**src/rtl/pic_pkg.sv**
```systemverilog
package pic_pkg;
  localparam int WORD_W = 8;
  localparam int VEC_W  = 8;
  localparam int N_RST  = 3;
  localparam int N_REQ  = N_RST + 1;

  // set-mask command word fields
  localparam int F_MASK_EN = 3;
  localparam int F_CLR75   = 4;
  localparam int F_SO_EN   = 6;
  localparam int F_SO_DAT  = 7;

  typedef enum logic [2:0] {
    SRC_NONE = 3'd0,
    SRC_TRAP = 3'd1,
    SRC_R75  = 3'd2,
    SRC_R65  = 3'd3,
    SRC_R55  = 3'd4,
    SRC_GEN  = 3'd5
  } src_e;

  function automatic logic [VEC_W-1:0] restart_addr(input int unsigned num);
    return VEC_W'(8 * num + 4);
  endfunction

  localparam logic [VEC_W-1:0] VEC_TRAP = restart_addr(4);
  localparam logic [VEC_W-1:0] VEC_R75  = restart_addr(7);
  localparam logic [VEC_W-1:0] VEC_R65  = restart_addr(6);
  localparam logic [VEC_W-1:0] VEC_R55  = restart_addr(5);
endpackage

```
**src/rtl/pic_edge_latch.sv**
```systemverilog
module pic_edge_latch #(
  parameter bit LEVEL_QUAL = 1'b0
) (
  input  logic clk,
  input  logic rst_n,
  input  logic line_i,
  input  logic clr_i,
  output logic act_o
);
  logic prev_q, pend_q, pend_d, rise;

  assign rise = line_i & ~prev_q;

  generate
    if (LEVEL_QUAL) begin : g_level
      // line must stay high: dropping it discards the capture
      assign pend_d = line_i & (rise | (pend_q & ~clr_i));
      assign act_o  = pend_q & line_i;
    end else begin : g_edge
      // a new edge wins over a coincident clear
      assign pend_d = rise | (pend_q & ~clr_i);
      assign act_o  = pend_q;
    end
  endgenerate

  always_ff @(posedge clk or negedge rst_n) begin
    if (!rst_n) begin
      prev_q <= 1'b0;
      pend_q <= 1'b0;
    end else begin
      prev_q <= line_i;
      pend_q <= pend_d;
    end
  end
endmodule

```
**src/rtl/pic_mask_ctrl.sv**
```systemverilog
module pic_mask_ctrl
  import pic_pkg::*;
(
  input  logic              clk,
  input  logic              rst_n,
  input  logic              instr_done,
  input  logic              cmd_ei,
  input  logic              cmd_di,
  input  logic              cmd_sim,
  input  logic [WORD_W-1:0] cmd_word,
  input  logic              take_mask,
  output logic              ie_o,
  output logic              open_o,
  output logic [N_RST-1:0]  mask_o,
  output logic              sod_o
);
  logic             ie_q, shadow_q, sod_q;
  logic [N_RST-1:0] mask_q;

  // enable only opens after the boundary of the enabling instruction
  assign open_o = ie_q & ~shadow_q & ~cmd_ei;
  assign ie_o   = ie_q;
  assign mask_o = mask_q;
  assign sod_o  = sod_q;

  always_ff @(posedge clk or negedge rst_n) begin
    if (!rst_n) begin
      ie_q     <= 1'b0;
      shadow_q <= 1'b0;
      mask_q   <= '1;
      sod_q    <= 1'b0;
    end else begin
      if (take_mask)   ie_q <= 1'b0;
      else if (cmd_di) ie_q <= 1'b0;
      else if (cmd_ei) ie_q <= 1'b1;

      if (cmd_ei && !instr_done) shadow_q <= 1'b1;
      else if (instr_done)       shadow_q <= 1'b0;

      if (cmd_sim && cmd_word[F_MASK_EN]) mask_q <= cmd_word[N_RST-1:0];
      if (cmd_sim && cmd_word[F_SO_EN])   sod_q  <= cmd_word[F_SO_DAT];
    end
  end
endmodule

```
**src/rtl/pic_prio_arb.sv**
```systemverilog
module pic_prio_arb
  import pic_pkg::*;
#(
  parameter int NREQ = N_REQ
) (
  input  logic            trap_act,
  input  logic            open_i,
  input  logic [NREQ-1:0] req_i,   // index 0 is the highest maskable level
  output src_e            win_o
);
  always_comb begin
    win_o = SRC_NONE;
    if (trap_act) begin
      win_o = SRC_TRAP;
    end else if (open_i) begin
      for (int i = NREQ - 1; i >= 0; i--) begin
        if (req_i[i]) win_o = src_e'(3'(i + 2));
      end
    end
  end
endmodule

```
**src/rtl/prio_irq_ctrl.sv**
```systemverilog
module prio_irq_ctrl
  import pic_pkg::*;
(
  input  logic              clk,
  input  logic              rst_n,
  input  logic              instr_done,
  input  logic              trap_in,
  input  logic              rst75_in,
  input  logic              rst65_in,
  input  logic              rst55_in,
  input  logic              gen_req_in,
  input  logic              cmd_ei,
  input  logic              cmd_di,
  input  logic              cmd_sim,
  input  logic [WORD_W-1:0] cmd_word,
  input  logic              serial_in,
  input  logic              resp_ready,
  output logic              resp_valid,
  output logic [VEC_W-1:0]  resp_vector,
  output logic              resp_gen,
  output logic [WORD_W-1:0] mask_status,
  output logic              serial_out
);
  logic             trap_act, p75, ie, open_g, take, take_mask, clr75, clr_trap;
  logic [N_RST-1:0] mask;
  logic [N_REQ-1:0] req;
  logic             valid_q, gen_q;
  logic [VEC_W-1:0] vec_q, vec_d;
  src_e             win;
  logic             unused_word_bits;

  assign unused_word_bits = cmd_word[5];

  assign take      = instr_done & ~valid_q & (win != SRC_NONE);
  assign take_mask = take & (win != SRC_TRAP);
  assign clr_trap  = take & (win == SRC_TRAP);
  assign clr75     = (take & (win == SRC_R75)) | (cmd_sim & cmd_word[F_CLR75]);

  pic_edge_latch #(.LEVEL_QUAL(1'b1)) u_trap (
    .clk(clk), .rst_n(rst_n), .line_i(trap_in), .clr_i(clr_trap), .act_o(trap_act)
  );

  pic_edge_latch #(.LEVEL_QUAL(1'b0)) u_r75 (
    .clk(clk), .rst_n(rst_n), .line_i(rst75_in), .clr_i(clr75), .act_o(p75)
  );

  pic_mask_ctrl u_mask (
    .clk(clk), .rst_n(rst_n), .instr_done(instr_done), .cmd_ei(cmd_ei),
    .cmd_di(cmd_di), .cmd_sim(cmd_sim), .cmd_word(cmd_word), .take_mask(take_mask),
    .ie_o(ie), .open_o(open_g), .mask_o(mask), .sod_o(serial_out)
  );

  assign req = {gen_req_in, rst55_in & ~mask[0], rst65_in & ~mask[1], p75 & ~mask[2]};

  pic_prio_arb #(.NREQ(N_REQ)) u_arb (
    .trap_act(trap_act), .open_i(open_g), .req_i(req), .win_o(win)
  );

  always_comb begin
    unique case (win)
      SRC_TRAP: vec_d = VEC_TRAP;
      SRC_R75:  vec_d = VEC_R75;
      SRC_R65:  vec_d = VEC_R65;
      SRC_R55:  vec_d = VEC_R55;
      default:  vec_d = '0;
    endcase
  end

  always_ff @(posedge clk or negedge rst_n) begin
    if (!rst_n) begin
      valid_q <= 1'b0;
      vec_q   <= '0;
      gen_q   <= 1'b0;
    end else if (take) begin
      valid_q <= 1'b1;
      vec_q   <= vec_d;
      gen_q   <= (win == SRC_GEN);
    end else if (valid_q && resp_ready) begin
      valid_q <= 1'b0;
    end
  end

  assign resp_valid  = valid_q;
  assign resp_vector = vec_q;
  assign resp_gen    = gen_q;
  assign mask_status = {serial_in, p75, rst65_in, rst55_in, ie, mask};
endmodule

```
**config.mk**
```make
export PLATFORM = sky130hd
export DESIGN_NAME = prio_irq_ctrl
export DESIGN_NICKNAME = d
export VERILOG_FILES = /design/src/rtl/pic_pkg.sv /design/src/rtl/pic_edge_latch.sv /design/src/rtl/pic_mask_ctrl.sv /design/src/rtl/pic_prio_arb.sv /design/src/rtl/prio_irq_ctrl.sv
export SDC_FILE = /design/constraint.sdc
export NUM_CORES = 1
export LEC_CHECK = 0
export BUFFER_PORTS_ARGS = -buffer_cell sky130_fd_sc_hd__buf_2
export CORE_MARGIN = 2
export CORE_UTILIZATION = 47
export DETAILED_ROUTE_END_ITERATION = 7
export HOLD_SLACK_MARGIN = 0.12
export PLACE_DENSITY = 0.82
export SLEW_MARGIN = 20
export SYNTH_ARGS = -nofsm -noshare
export SYNTH_HDL_FRONTEND = slang
export SYNTH_HIERARCHICAL = 1
export SYNTH_SLANG_ARGS = --single-unit
```
**constraint.sdc**
```tcl
create_clock -name clk -period 2.7 [get_ports clk]
set_input_delay 0.135 -clock clk [delete_from_list [all_inputs] [get_ports clk]]
set_output_delay 0.135 -clock clk [all_outputs]
set_load 0.03 [all_outputs]
```
==> results of run 1 <==
==> final timing paths <==
check / depth (start not counted) / to / from / slack [ns]
min in group asynchronous: 2 / u_trap/pend_q$_DFF_PN0_ / rst_n / 0.28
max in group asynchronous: 2 / u_mask/mask_o[2]$_DFFE_PN1P_ / rst_n / 2.12
worst min register to register: 1 / u_trap/pend_q$_DFF_PN0_ / u_trap/prev_q$_DFF_PN0_ / 0.43
worst min-delay path: 3 / u_r75/act_o$_DFF_PN0_ / cmd_word[4] / 0.15
worst max-delay path: 9 / u_mask/ie_o$_DFFE_PN0P_ / trap_in / 0.47
worst max register to register: 8 / u_mask/ie_o$_DFFE_PN0P_ / u_mask/shadow_q$_DFFE_PN0P_ / 0.52
==> layer usage <==
layer	track usage [%]	up-vias	share of wire, %
li1	-	334	-
met1	21.80	317	46
met2	26.48	21	49
met3	3.968	2	4.6
met4	7.059	0	0.64
met5	0	-	0
==> what timing repair did <==
action	in CTS	in global routing
hold endpoints to repair	26	0
hold buffers	12	0
resized for setup	0	0
==> layout make-up <==
cell class	count	area, um^2
fill	141	591.8
sequential	15	379.1
multi-input combinational	54	356.6
timing repair buffer	44	280.3
clock buffer	3	22.52
tap	17	21.27
inverter	3	11.26
clock inverter	1	7.507
==> stage by stage <==
stage	utilization, %	cells	area, um^2	total power [mW]
floorplan	-	82	822.0	0.4545
global placement	55.58	121	928.4	0.4989
detailed placement	55.58	121	928.4	0.5046
CTS	64.57	137	1079	0.6527
global route	64.57	137	1079	0.6876
finish	64.57	137	1079	0.6456
==> worst reg2reg max path, cell delays in order (launching register included) <==
cell           delay (ns)
dfrtp_1              0.37
nor2_1               0.13
and2_1               0.23
nand2b_4             0.08
nor4_4               0.39
nor2_1               0.12
nor2_1               0.15
nor3_1               0.07
dlygate4sd3_1        0.55
==> cells in the final DEF (no fill, tap or decap), drive strengths merged, types with 2 or more instances in the layout <==
cell / instances
nand2: 5
o21ai: 4
and2: 2
nand2b: 4
dlygate4sd3: 12
a21oi: 3
nor2b: 4
buf: 32
mux2: 4
clkbuf: 3
inv: 3
conb: 4
nor2: 12
dfstp: 3
dfrtp: 12
==> kinds of logic after synthesis <==
kind of cell	count (synthesis)	synth area share, %
compound gates	13	11.73
buf+inv	13	10.65
flops	15	46.76
mux	4	6.944
other cells	1	0.4625
simple gates	33	23.46
==> power by group through the flow <==
stage	registers [mW]	clock network (mW)	logic [mW]
final	0.284	0.131	0.231
after detailed placement	0.289	0	0.216
after global routing	0.289	0.149	0.249
after global placement	0.286	0	0.212
after floorplan	0.343	0	0.112
after CTS	0.284	0.137	0.231
==> flow_summary_export.csv, run 1 <==
group,metric,value,unit
status,status,"complete, no violations",
logic_synthesis,yosys.cell_types.count,28,
grt,grt_max_degree,16,
clocking,cts.clk_slew.worst_paths,0.10,ns
place,dp_hpwl,1.176,mm
drt,drtIter0Drc,6,
floorplanning,row_count,15,
pwr,power.net_switching,0.2374,mW
logic_synthesis,avgSynthCellArea,10.26,um^2
grt,grt_usage,16.76,%
logic_synthesis,synth-seq-cells,15,
job,maxCapViolations,0,
critical_path,end_kind,"flip-flop",
logic_synthesis,synth_edf_count,0,
finish,area_delta_synth_final,33.02,%
place,gp_congestion,0.7480,
drt,vias,674,
clocking,clockRootBuffer,"clkbuf_4",
logic_synthesis,synth_warnings,6,
critical_path,path_class,"input pin to flip-flop",
logic_synthesis,synth_common_cells,"dfrtp_1 (12), nor2_1 (12), buf_4 (10)",
pwr,pwr-share-clk,20.3,%
timing,post-route-worst-setup-slack,0.4689,ns
floorplanning,ios,40,
critical_path,path_buf_inv,3,
logic_synthesis,synth_top_cell_by_area,"dfrtp_1",
logic_synthesis,async_flop_share,100.0,%
pwr,combPwrFrac,35.7,%
clocking,cts_tree,"done",
timing,fin_tns_setup,0,ns
critical_path,cp-start-kind,"input pin",
finish,n_antenna_cell,0,
timing,whs,0.1500,ns
critical_path,critPathTopFamily,"buffers and inverters",
logic_synthesis,synth_area_leaders,"dfrtp_1 (37%), dfstp_2 (9.7%), buf_4 (9.3%)",
place,portBuffers,32,
floorplanning,dieArea,2073,um^2
finish,drive_gt1_share,40.00,%
timing,skew,0.007613,ns
logic_synthesis,synthesis.area,810.8,um^2
timing,max_freq,0.4482,GHz
min_path,hp-class,"input pin to flip-flop",
critical_path,critPathMaxFanout,8,
timing,period_needed,2.231,ns
place,dp_slack,0.9142,ns
clocking,htreeDepth,1,
critical_path,crit_required,2.88,ns
grt,grt_pass1_wl,2.497,mm
drt,wl,1.560,mm
clocking,cts_buffer_depth,2,
logic_synthesis,synth_top_area_share,37.04,%
critical_path,cp_slowest_cell,"dlygate4sd3_1",
clocking,cts_buffers,3,
clocking,clk_latency,0.28,ns
pwr,leakagePower,0.5264,nW
floorplanning,core_area,1670,um^2
timing,drv_slew,0,
timing,hold_viol_final,0,
floorplanning,die_x,45.54,um
grt,grt_overflow,0,
clocking,numClockSinks,15,
pwr,p_int,0.4082,mW
drt,vias_per_cell,4.920,
timing,rsz0062_at_grt,"false",
timing,fin_crit_sh,82.63,%
drt,route.detailed.drc,0,
floorplanning,start_util,48.54,%
critical_path,worstPathArrival,2.41,ns
pwr,seqPwrFrac,44.0,%
clocking,cts_setup_buffers,0,
logic_synthesis,synth-seq-area-share,46.76,%
critical_path,crit_chain,"dlygate4sd3_1, buf_2, and2_1, nand2b_4, nor4_4, nor2_1, nor2_1, nor3_1, dlygate4sd3_1",
grt,antenna_found_initial,0,
pwr,ir_worst_vdd,286.6,uV
drt,wl_per_cell,11.39,um
critical_path,cp_slowest_stage_delay,0.55,ns
pwr,switching_share,36.78,%
logic_synthesis,netlist_instances,79,
timing,setup_viol,0,
drt,firstDrtPassIters,5,
pwr,powerDensity,598.6,nW/um^2
grt,grt_pass1_vias,601,
floorplanning,dieHeight,45.54,um
finish,final_nets,142,
logic_synthesis,synthFlopType,"dfrtp_1",
drt,final_antenna_net_count,0,
(Power assumes the default switching activity.)
==> run 2: changes to the inputs <==
- CORE_UTILIZATION: 47 -> 40
- PLACE_DENSITY: 0.82 -> 0.74
- clock period: 2.7 -> 1.9 ns (I/O delays scaled with it)
==> flow_summary_export.csv, run 2 (synthesis results as in run 1) <==
group,metric,value,unit
status,status,"complete, no violations",
timing,period_needed,1.789,ns
clocking,cts_buffer_depth,2,
critical_path,crit_required,2.11,ns
min_path,min_from,"cmd_word[6]",
timing,fin_tns_setup,0,ns
critical_path,path_class,"input pin to flip-flop",
drt,firstDrtPassIters,4,
critical_path,rrSetupSlack,0.24,ns
finish,final_nets,144,
clocking,clk_latency,0.28,ns
critical_path,reg2regPathDepth,8,
clocking,htreeDepth,1,
timing,max_freq,0.5590,GHz
pwr,pwr-share-clk,19.7,%
drt,wl,1.677,mm
pwr,leakagePower,0.5393,nW
floorplanning,start_util,41.75,%
grt,grt_usage,15.86,%
critical_path,end_kind,"flip-flop",
timing,fin_crit_sh,94.15,%
floorplanning,core_area,1942,um^2
drt,vias_per_cell,4.423,
critical_path,worstPathArrival,2.00,ns
critical_path,startpoint,"cmd_ei",
finish,area_delta_synth_final,38.27,%
drt,final_antenna_net_count,0,
place,dp_hpwl,1.112,mm
timing,skew,0.006328,ns
finish,final_cell_mix,"buf_2 (32), dlygate4sd3_1 (13), dfrtp_1 (12), nor2_1 (11)",
timing,whs,0.1359,ns
critical_path,critPathMaxFanout,5,
pwr,combPwrFrac,36.6,%
pwr,p_int,0.5860,mW
grt,grt_max_degree,16,
finish,fill_cells,173,
clocking,numClockSinks,15,
clocking,clockRootBuffer,"clkbuf_4",
grt,grt_pass1_wl,2.904,mm
job,maxCapViolations,0,
min_path,hp-class,"input pin to flip-flop",
place,gp_congestion,0.7269,
timing,hold_viol_final,0,
grt,grt_overflow,0,
finish,final_core_util,57.73,%
place,dp_slack,0.1849,ns
floorplanning,dieHeight,49.02,um
grt,grt_pass1_vias,662,
floorplanning,row_count,16,
floorplanning,die_x,49.02,um
finish,drive_gt1_share,40.98,%
drt,route.detailed.drc,0,
finish,final_common_cell,"buf_2",
timing,post-route-worst-setup-slack,0.1111,ns
critical_path,cp-start-kind,"input pin",
timing,setup_viol,0,
pwr,seqPwrFrac,43.7,%
drt,wl_per_cell,11.26,um
grt,antenna_found_initial,0,
place,portBuffers,32,
clocking,cts_tree,"done",
pwr,switching_share,36.38,%
critical_path,r2r-start,"u_mask/shadow_q$_DFFE_PN0P_",
pwr,ir_worst_vdd,594.1,uV
drt,drtIter0Drc,10,
timing,rsz0062_at_grt,"false",
floorplanning,ios,40,
timing,drv_slew,0,
pwr,powerDensity,821.6,nW/um^2
critical_path,reg2reg_to,"u_r75/act_o$_DFF_PN0_",
clocking,cts.clk_slew.worst_paths,0.08,ns
finish,n_antenna_cell,0,
floorplanning,dieArea,2403,um^2
pwr,power.net_switching,0.3351,mW
clocking,cts_buffers,3,
critical_path,crit_end,"u_r75/act_o$_DFF_PN0_",
drt,vias,659,
==> run 2: final cells by class <==
cell class	count	area (um^2)	area share, %
multi-input cells	54	372.9	33.26
flip-flops and latches	15	379.1	33.82
clock buffers	4	26.28	2.344
repair buffers	46	297.8	26.56
well taps	27	33.78	3.013
inverters	3	11.26	1.004
==> run 2: power by group through the flow <==
stage / clock network [mW] / logic, mW / registers (mW)
finish: 0.182 / 0.337 / 0.403
global route: 0.202 / 0.360 / 0.410
CTS: 0.187 / 0.331 / 0.402
detailed placement: 0 / 0.307 / 0.409
global placement: 0 / 0.305 / 0.405
floorplan: 0 / 0.159 / 0.487
==> run 2: how the worst min path moves through the flow <==
stage | slack, ns | depth (start not counted) | end
2_1_floorplan | -0.20 | 0 | resp_gen$_DFFE_PN0P_
3_3_place_gp | 0.01 | 1 | u_mask/sod_o$_DFFE_PN0P_
3_5_place_dp | 0.02 | 1 | u_mask/sod_o$_DFFE_PN0P_
4_1_cts | 0.13 | 3 | u_mask/sod_o$_DFFE_PN0P_
5_1_grt | 0.14 | 3 | u_mask/sod_o$_DFFE_PN0P_
6_report | 0.14 | 3 | u_mask/sod_o$_DFFE_PN0P_
==> run 2: what timing repair did <==
action | CTS | global route
endpoints found under the hold margin | 26 | 0
setup endpoints to repair | 0 | 5
gates resized for setup | 0 | 3
buffers inserted | 0 | 0
hold buffers | 13 | 0
==> run 2: through the flow <==
stage | power [mW] | std cells | area (um^2)
floorplan | 0.6459 | 82 | 822.0
global placement | 0.7105 | 132 | 948.4
detailed placement | 0.7161 | 132 | 948.4
CTS | 0.9199 | 149 | 1105
global route | 0.9711 | 149 | 1121
finish | 0.9211 | 149 | 1121
==> run 2: critical path, stage by stage <==
cell and delay [ns]:
dlygate4sd3_1 0.54, buf_2 0.13, nor2_1 0.14, and2_1 0.21, nand2b_4 0.08, nor4_4 0.21, buf_4 0.19, nor2_1 0.05
a32o_1 0.25, o22ai_2 0.08
==> run 2: per-layer routing <==
metal | GRT usage (%) | vias to the layer above | wire [um]
met2 | 28.54 | 18 | 894
li1 | - | 336 | -
met1 | 17.45 | 303 | 709
met4 | 7.143 | 0 | 13
met5 | 0 | - | 0
met3 | 3.988 | 2 | 58
